File: src/rtl/blt_src_align.sv
module blt_src_align #(
  parameter int W      = 16,
  parameter int DEPTH  = 16,
  parameter int SH_LSB = 8
) (
  input  logic         clk,
  input  logic         rst_n,
  input  logic         ctl_wr,
  input  logic [W-1:0] ctl_data,
  input  logic         src_wr,
  input  logic         src_push,
  input  logic         src_sel,
  input  logic [W-1:0] src_data,
  input  logic         pop,
  output logic [W-1:0] pop_data,
  output logic         q_empty,
  output logic         q_full
);
  localparam int SHW = $clog2(W);
  localparam int PW  = $clog2(DEPTH);

  logic [W-1:0]   mem [DEPTH];
  logic [PW-1:0]  head, tail;
  logic           full_q;
  logic [W-1:0]   prev_q;
  logic [SHW-1:0] sh_q;

  logic [W-1:0]   hi_w, lo_w, aligned;
  logic [2*W-1:0] cat;
  logic           pop_ok, push_ok;
  logic [PW-1:0]  tail_inc;

  assign hi_w     = src_sel ? src_data : prev_q;
  assign lo_w     = src_sel ? prev_q : src_data;
  assign cat      = {hi_w, lo_w} << sh_q;
  assign aligned  = cat[2*W-1:W];

  assign q_empty  = !full_q && (head == tail);
  assign q_full   = full_q;
  assign pop_data = mem[head];

  assign pop_ok   = pop && !q_empty;
  assign push_ok  = src_wr && src_push && (!full_q || pop_ok);
  assign tail_inc = PW'(tail + 1'b1);

  always_ff @(posedge clk) begin
    if (!rst_n) begin
      head   <= '0;
      tail   <= '0;
      full_q <= 1'b0;
      prev_q <= '0;
      sh_q   <= '0;
    end else begin
      if (ctl_wr) sh_q <= ctl_data[SH_LSB +: SHW];
      if (src_wr) prev_q <= src_data;
      if (pop_ok) head <= PW'(head + 1'b1);
      if (push_ok) tail <= tail_inc;
      if (push_ok && !pop_ok) full_q <= (tail_inc == head);
      else if (pop_ok && !push_ok) full_q <= 1'b0;
    end
  end

  always_ff @(posedge clk) begin
    if (push_ok) mem[tail] <= aligned;
  end


  count_load_chk: assert property (@(posedge clk) disable iff (!rst_n)
    ctl_wr |=> sh_q == $past(ctl_data[SH_LSB +: SHW]));


  latch_update_chk: assert property (@(posedge clk) disable iff (!rst_n)
    src_wr |=> prev_q == $past(src_data));


  push_fills_chk: assert property (@(posedge clk) disable iff (!rst_n)
    (src_wr && src_push && !q_full && !pop) |=> !q_empty);


  pop_unfills_chk: assert property (@(posedge clk) disable iff (!rst_n)
    (pop && !q_empty && !(src_wr && src_push)) |=> !q_full);


  drop_when_full_chk: assert property (@(posedge clk) disable iff (!rst_n)
    (q_full && !pop && src_wr && src_push) |=> q_full && $stable(tail) && $stable(head));


  push_pop_level_chk: assert property (@(posedge clk) disable iff (!rst_n)
    (pop && !q_empty && src_wr && src_push) |=> $stable(q_full) && $stable(q_empty));
endmodule

File: config.mk
export PLATFORM = sky130hd
export DESIGN_NAME = blt_src_align
export DESIGN_NICKNAME = d
export VERILOG_FILES = /design/src/rtl/blt_src_align.sv
export SDC_FILE = /design/constraint.sdc
export NUM_CORES = 1
export LEC_CHECK = 0
export ABC_CLOCK_PERIOD_IN_PS = 3000
export CORE_UTILIZATION = 40
export CTS_CLUSTER_DIAMETER = 100
export DETAILED_ROUTE_END_ITERATION = 10
export DONT_BUFFER_PORTS = 1
export PLACE_DENSITY_LB_ADDON = 0.3
export RECOVER_POWER = 25
export SYNTH_ARGS = -nofsm -noshare
export SYNTH_HDL_FRONTEND = slang
export SYNTH_SLANG_ARGS = --single-unit
File: constraint.sdc
create_clock -name clk -period 3 [get_ports clk]
set_clock_uncertainty 0.15 [all_clocks]
set_input_delay 0.3 -clock clk [delete_from_list [all_inputs] [get_ports clk]]
set_output_delay 0.3 -clock clk [all_outputs]
set_load 0.1 [all_outputs]
==> Word level (Yosys, flattened, before mapping) <==
Memories as Yosys holds them, arrays and structs flattened. A register that Yosys moved wholly into a read port is not among the register bits.
Cells that the tools add are included.
{ "op_classes": {"reduce_logical": 12, "n_eq_ne": 2, "magnitude_cmp": 0, "n_bitwise": 0, "n_shift": 1, "addsub": 2, "div": 0, "mux": 8, "mul": 0} }
{ "ops": {"columns": ["op", "n"], "rows": [
  ["16-bit 2-to-1 mux", 2],
  ["32-bit by 4-bit << shifter with 32-bit output", 1],
  ["4-bit by 1-bit adder with 4-bit output, second input constant", 2],
  ["4-bit equality test", 2],
  ["4-bit 2-to-1 mux", 2],
  ["1-bit logical AND", 6],
  ["1-bit zero test", 4],
  ["1-bit 2-to-1 mux", 4],
  ["2-bit nonzero test", 1],
  ["1-bit logical OR", 1]
]} }
{ "word_totals": {"output_inout_bits": 18, "memories": 1, "wordCells": 31, "romBits": 0, "mem_bits_rw": 256, "latchBits": 0, "register_bits": 29, "input_bits": 39} }
{ "mem_list": {"columns": ["name", "words", "word_bits", "rd", "rd_ports_with_merged_regs", "write_ports", "line_no", "rtl"], "rows": [
  ["mem", 16, 16, 1, 1, 1, "22", "logic [W-1:0] mem [DEPTH];"]
]} }

==> Logic depth before layout (Yosys ltp) <==
Gate-level depths: netlist of run 1.
{ "depth": {"ltp_word": 10, "mapped_depth": 9, "depth_no_buf": 8} }

==> Least setup slack after synthesis of run 1 <==
No wires, ideal clock.
{ "synth_timing": {"path_kind": "reg2reg", "startpoint": "register full_q, in the netlist q_full", "endpoint": "memory mem[0][0] (enable)", "t_required_ps": 2441, "setup_slack_ps": -64, "path_stages_with_launch": 4, "synth_period_minus_slack_ps": 3064, "n_path_buf": 0, "arrival_time_ps": 2505, "setup_ps": 409, "path_cell_list": "dfxtp_1 a21oi_1 nand2_1 nor3_1"} }
{ "synth_via": {"elab_chain_cells": 8} }
{ "synth_rtl": {"columns": ["item", "line_no", "rtl"], "rows": [
  ["start: declaration", "24", "logic full_q;"],
  ["start signal: assignment", "58", "if (push_ok && !pop_ok) full_q <= (tail_inc == head);"],
  ["1-bit zero test (*)", "38, 43", null],
  ["1-bit logical AND", "38", "assign q_empty = !full_q && (head == tail);"],
  ["1-bit zero test", "42", "assign pop_ok = pop && !q_empty;"],
  ["1-bit logical AND", "42", null],
  ["1-bit logical OR (*)", "43", "assign push_ok = src_wr && src_push && (!full_q || pop_ok);"],
  ["1-bit logical AND (*)", "43", null],
  ["named net push_ok", "30", "logic pop_ok, push_ok;"],
  ["1-bit 2-to-1 mux (*)", "64", "if (push_ok) mem[tail] <= aligned;"],
  ["1-bit 2-to-1 mux (implied by the code) (*)", "64", null],
  ["end: declaration", "22", null]
]} }
The timed path passes the listed nets; every way through them passes the cells marked *.

==> flow_summary.json, run 1 <==
{
  "clock_latency_ns": 0.56,
  "yosysWarnings": 0,
  "min_path_cells": 4,
  "grt_max_degree": 41,
  "crit_path_end_kind": "primary output",
  "netlist.area_leader.share": 0.602,
  "fin_tns_setup_ns": -0.0917,
  "worstReg2RegStart": "sh_q[2]",
  "drcViolationCount": 0,
  "drt_pass1_iterations": 6,
  "r2r-end": "mem[10][8]",
  "yosys-top-cells-area": "edfxtp_1 60%, mux4_2 17%, dfxtp_1 5.2%",
  "drive_gt1_frac": 0.294,
  "synth_nets": 740,
  "finalMaxSlewViolations": 0,
  "drv_cap": 0,
  "cts_buffer_depth": 3,
  "n_antenna_cell": 0,
  "core_um2": 31500,
  "io_pins": 57,
  "nets": 823,
  "synth.distinct_cells": 45,
  "p_leak_uw": 0.00493,
  "hold_start": "src_wr",
  "drt-initial-drc-count": 749,
  "num_rows": 65,
  "clkTransAtPathRegs_ns": 0.06,
  "min_to": "tail[1]",
  "hold_class": "in2reg",
  "wl_per_cell_um": 25.1,
  "r2r_cells": 5,
  "maxSlewHeadroom": 0.226,
  "start_util": 0.406,
  "fin_hold_ws_ns": 0.0559,
  "grt_pass1_wl_um": 45100,
  "syn-mean-instance-area_um2": 18.4,
  "die_y_um": 181,
  "grt_pass1_vias": 7173,
  "synth-seq-cells": 289,
  "place_congestion": 0.949,
  "grt-ovfl-total": 0,
  "stdcell_area_um2": 15100,
  "period_share": 1.01,
  "synth_cells": 695,
  "violations": "negative setup slack",
  "grt.total_usage": 0.187,
  "utilization": 0.478,
  "worstPathRequired_ns": 2.55,
  "max_slew.worst_pin.slew_ns": 1.17,
  "grt_antenna_before_repair": 0,
  "final_common_cell": "edfxtp_1",
  "finalSetupViolCount": 7,
  "portBuffers": 0,
  "cts_tree": "built",
  "hold_viol": 0,
  "drt_wl_total_um": 30200,
  "yosysTopAreaCell": "edfxtp_1",
  "dp_slack_ns": 0.359,
  "final_cell_mix": "256 x edfxtp_1, 97 x mux4_2, 64 x mux2i_1",
  "synth_ff_type": "edfxtp_1",
  "peakVddDrop_mv": 0.371,
  "ant_nets": 0,
  "dp_hpwl_um": 17800,
  "start_kind": "flop",
  "vias": 6963,
  "finalWorstSetupSlack_ns": -0.0209,
  "fp.dieW_um": 181,
  "status": "complete, but fails checks",
  "viasPerCell": 5.78,
  "fmax_mhz": 331,
  "cts_made_buffers": 31,
  "fill_cells": 2595,
  "path_max_fanout": 7,
  "r2r_slack_ns": 0.12,
  "rsz0062_at_grt": "true",
  "cellPowerDensity_nw_per_um2": 660,
  "synth_edf_count": 256,
  "mappedNetlistArea_um2": 12800,
  "timing.final.crit_period_ns": 3.02,
  "cts_max_level": 1,
  "area_delta_synth_final_pct": 17.9,
  "ys_seq_area_frac": 0.654,
  "path_class": "reg2out",
  "root_buffer": "clkbuf_16",
  "die_area_um2": 32600,
  "clock_sinks": 289,
  "async_flop_share": 0,
  "place_area_um2": 13500,
  "cp_data_arrival_time_ns": 2.57
}
==> per-layer routing <==
| layer | global-route usage | wire (µm) |
|---|---|---|
| met5 | 0 | 0 |
| met4 | 0.0564 | 965 |
| met3 | 0.0273 | 1440 |
| met2 | 0.328 | 15400 |
| met1 | 0.238 | 12400 |
==> sequential cells by signal, summed over array words and instances, names as in the netlist, named ones only <==
name and count:
head 4, mem 256, prev_q 16, q_full 1, sh_q 4, tail 4
==> layout make-up <==
| class | count | area (µm²) | share of cell area |
|---|---|---|---|
| clock inverters | 23 | 174 | 0.0115 |
| repair buffers | 91 | 990 | 0.0657 |
| clock buffers | 35 | 791 | 0.0525 |
| multi-input cells | 356 | 4210 | 0.280 |
| well taps | 402 | 503 | 0.0334 |
| flip-flops and latches | 289 | 8360 | 0.555 |
| inverters | 9 | 33.8 | 0.00224 |
==> what timing repair did <==
item | CTS | global route
endpoints found under the hold margin | 33 | 0
endpoints found under the setup margin | 16 | 16
cloned | 5 | 3
resized for setup | 18 | 4
buffers inserted | 5 | 0
hold buffers | 28 | 0
==> logic make-up (layout without fill, tap and decap cells) <==
logic type / after synthesis / count (layout) / share of synthesized area
buf+inv: 50 / 158 / 0.0200
flops: 289 / 289 / 0.654
simple gates: 109 / 109 / 0.0444
xor+xnor: 10 / 10 / 0.00686
mux: 176 / 176 / 0.235
compound gates: 55 / 55 / 0.0340
fa+ha+maj: 6 / 6 / 0.00588
==> synth_stat cells (all sizes together) (6+ instances only) <==
library cell / count
nand2b: 7
xnor2: 6
buf: 25
nand4: 6
edfxtp: 256
a22oi: 23
dfxtp: 33
ha: 6
inv: 8
nand2: 23
mux2: 15
nor2b: 27
and2: 6
nor2: 21
o221ai: 7
clkbuf: 16
mux4: 97
nand3: 10
mux2i: 64
o211ai: 6
==> worst max-delay path by stage <==
stage	startpoint	end	cells past startpoint
2_1_floorplan	q_full	mem[3][0]	3
3_3_place_gp	sh_q[0]	mem[0][8]	5
3_5_place_dp	sh_q[0]	mem[5][8]	5
4_1_cts	flop	pop_data[13]	4
5_1_grt	flop	pop_data[14]	4
6_report	flop	pop_data[0]	4
==> power by group <==
| part | switching, µW | internal, µW | total, µW |
|---|---|---|---|
| clock network | 1570 | 2000 | 3570 |
| logic | 1030 | 728 | 1750 |
| registers | 48.7 | 4570 | 4620 |
==> worst max-delay path, cell delays in order, from the launching register on <==
cell and delay [ns]:
dfxtp_4 0.40, buf_4 0.16, buf_16 0.15, mux4_2 0.51
mux4_2 0.77
==> per-stage QoR <==
| stage | power [µW] | std cells |
|---|---|---|
| finish | 9950 | 1205 |
| global route | 10300 | 1205 |
| CTS | 9980 | 1202 |
| detailed placement | 6210 | 1106 |
| global placement | 6170 | 1106 |
| floorplan | 5870 | 695 |
(Power assumes the default switching activity.)
==> run 2, diff against run 1 <==
--- a/config.mk
+++ b/config.mk
@@ -5,13 +5,15 @@
 export SDC_FILE = /design/constraint.sdc
 export NUM_CORES = 1
 export LEC_CHECK = 0
-export ABC_CLOCK_PERIOD_IN_PS = 3000
+export ABC_CLOCK_PERIOD_IN_PS = 3900
 export CORE_UTILIZATION = 40
 export CTS_CLUSTER_DIAMETER = 100
 export DETAILED_ROUTE_END_ITERATION = 10
 export DONT_BUFFER_PORTS = 1
 export PLACE_DENSITY_LB_ADDON = 0.3
 export RECOVER_POWER = 25
+export SLEW_MARGIN = 0
 export SYNTH_ARGS = -nofsm -noshare
 export SYNTH_HDL_FRONTEND = slang
 export SYNTH_SLANG_ARGS = --single-unit
+export TNS_END_PERCENT = 30
==> constraint.sdc (replaced) <==
create_clock -name clk -period 3.9 [get_ports clk]
set_clock_uncertainty 0.15 [all_clocks]
set_input_delay 0.39 -clock clk [delete_from_list [all_inputs] [get_ports clk]]
set_output_delay 0.39 -clock clk [all_outputs]
set_load 0.1 [all_outputs]
==> flow_summary.json, run 2 (same netlist as run 1, synthesis figures left out) <==
{
  "hold_class": "in2reg",
  "clkTransAtPathRegs_ns": 0.06,
  "min_to": "head[3]",
  "grt_antenna_before_repair": 0,
  "finalMaxSlewViolations": 50,
  "cts_buffer_depth": 3,
  "status": "complete, but fails checks",
  "drv_cap": 3,
  "fp.dieW_um": 181,
  "place_congestion": 0.941,
  "drt_pass1_iterations": 5,
  "grt_max_degree": 48,
  "cellPowerDensity_nw_per_um2": 510,
  "start_util": 0.406,
  "core_um2": 31500,
  "crit_top_cell": "mux4_2",
  "period_share": 0.875,
  "cp_slowest_stage_delay_ns": 0.77,
  "drt-initial-drc-count": 682,
  "finalSetupViolCount": 0,
  "dp_hpwl_um": 18400,
  "cpMaxStageDelayCell": "mux4_2",
  "top_register": "mem",
  "portBuffers": 0,
  "nets": 784,
  "num_rows": 65,
  "biggestRegsByFlops": "mem (256), prev_q (16)",
  "rsz0062_at_grt": "false",
  "path_class": "reg2out",
  "die_y_um": 181,
  "clock_latency_ns": 0.56,
  "area_delta_synth_final_pct": 13.7,
  "path_max_fanout": 24,
  "r2r_cells": 4,
  "r2r_slack_ns": 0.60,
  "worstPathRequired_ns": 3.36,
  "path_cells": "buf_12 > mux4_2 > mux4_2",
  "cts_tree": "built",
  "drcViolationCount": 0,
  "crit_path_end_kind": "primary output",
  "fmax_mhz": 293,
  "hold_viol": 0,
  "cts_max_level": 1,
  "largest_reg_flops": 256,
  "r2r-end": "mem[1][0]",
  "drt_wl_total_um": 29400,
  "vias": 6738,
  "fin_tns_setup_ns": 0,
  "max_slew.worst_pin.slew_ns": 1.56,
  "grt.total_usage": 0.183,
  "root_buffer": "clkbuf_16",
  "die_area_um2": 32600,
  "final_common_cell": "edfxtp_1",
  "ant_nets": 0,
  "dp_slack_ns": 0.713,
  "hold_start": "pop",
  "drive_gt1_frac": 0.248,
  "io_pins": 57,
  "wl_per_cell_um": 25.3,
  "cp_data_arrival_time_ns": 2.87,
  "worstReg2RegStart": "sh_q[2]",
  "maxSlewHeadroom": -0.0430,
  "violations": "max-capacitance violations, max-slew violations",
  "postCtsSetupRepairBufs": 0,
  "finalWorstSetupSlack_ns": 0.488,
  "fill_cells": 2615,
  "cts_made_buffers": 29,
  "final_cell_mix": "256 x edfxtp_1, 97 x mux4_2, 64 x mux2i_1",
  "clock_sinks": 289,
  "viasPerCell": 5.80,
  "timing.final.crit_period_ns": 3.41,
  "peakVddDrop_mv": 0.329,
  "start_kind": "flop",
  "grt_pass1_vias": 7000,
  "p_leak_uw": 0.00462,
  "postCtsResizedCells": 0,
  "min_path_cells": 3,
  "grt_pass1_wl_um": 44200,
  "grt-ovfl-total": 0,
  "cts_hold_buf": 27
}
-- run 2: worst max path at each step --
stage / from / end / depth (start not counted) / slack, ns
floorplan: q_full / mem[0][0] / 3 / 0.84
global placement: sh_q[2] / mem[0][8] / 4 / 0.81
detailed placement: sh_q[2] / mem[0][8] / 4 / 0.71
CTS: flop / pop_data[5] / 3 / 0.42
global route: flop / pop_data[8] / 3 / 0.33
finish: flop / pop_data[8] / 3 / 0.49
-- run 2: per-layer routing --
layer / up-vias / track usage / wire (µm)
li1: 2953 / - / -
met1: 3507 / 0.233 / 12000
met2: 216 / 0.319 / 14900
met3: 62 / 0.0275 / 1490
met4: 0 / 0.0626 / 1010
met5: - / 0 / 0
-- run 2: cell type report --
cell class,count,area [µm²],area share
diodes,1,2.50,0.000172
flip-flops and latches,289,8350,0.576
well taps,402,503,0.0347
clock buffers,32,737,0.0508
clock inverters,19,189,0.0130
inverters,9,33.8,0.00233
multi-input cells,356,4220,0.291
repair buffers,54,473,0.0326
-- run 2: metrics by stage --
stage               instance area, µm²  utilization  power, µW  hold WS [ns]  cells
global route                     14500        0.461       7640        0.0482   1161
detailed placement               13300        0.424       4740         0.369   1083
CTS                              14500        0.462       7470        0.0194   1161
floorplan                        12800            -       4520         0.321    695
finish                           14500        0.461       7400        0.0332   1162
global placement                 13300        0.424       4700         0.348   1083
-- run 2: critical path, delay by kind of cell, from the launching register on --
kind | cells | cell delay [ns]
buffers and inverters | 1 | 0.29
muxes | 2 | 1.32
DFF | 1 | 0.68
-- run 2: power breakdown --
part	total, µW	internal [µW]	switching [µW]	leakage, µW
Clock	2710	1560	1150	0.000450
Sequential	3590	3520	67.0	0.00260
Combinational	1100	399	703	0.00157
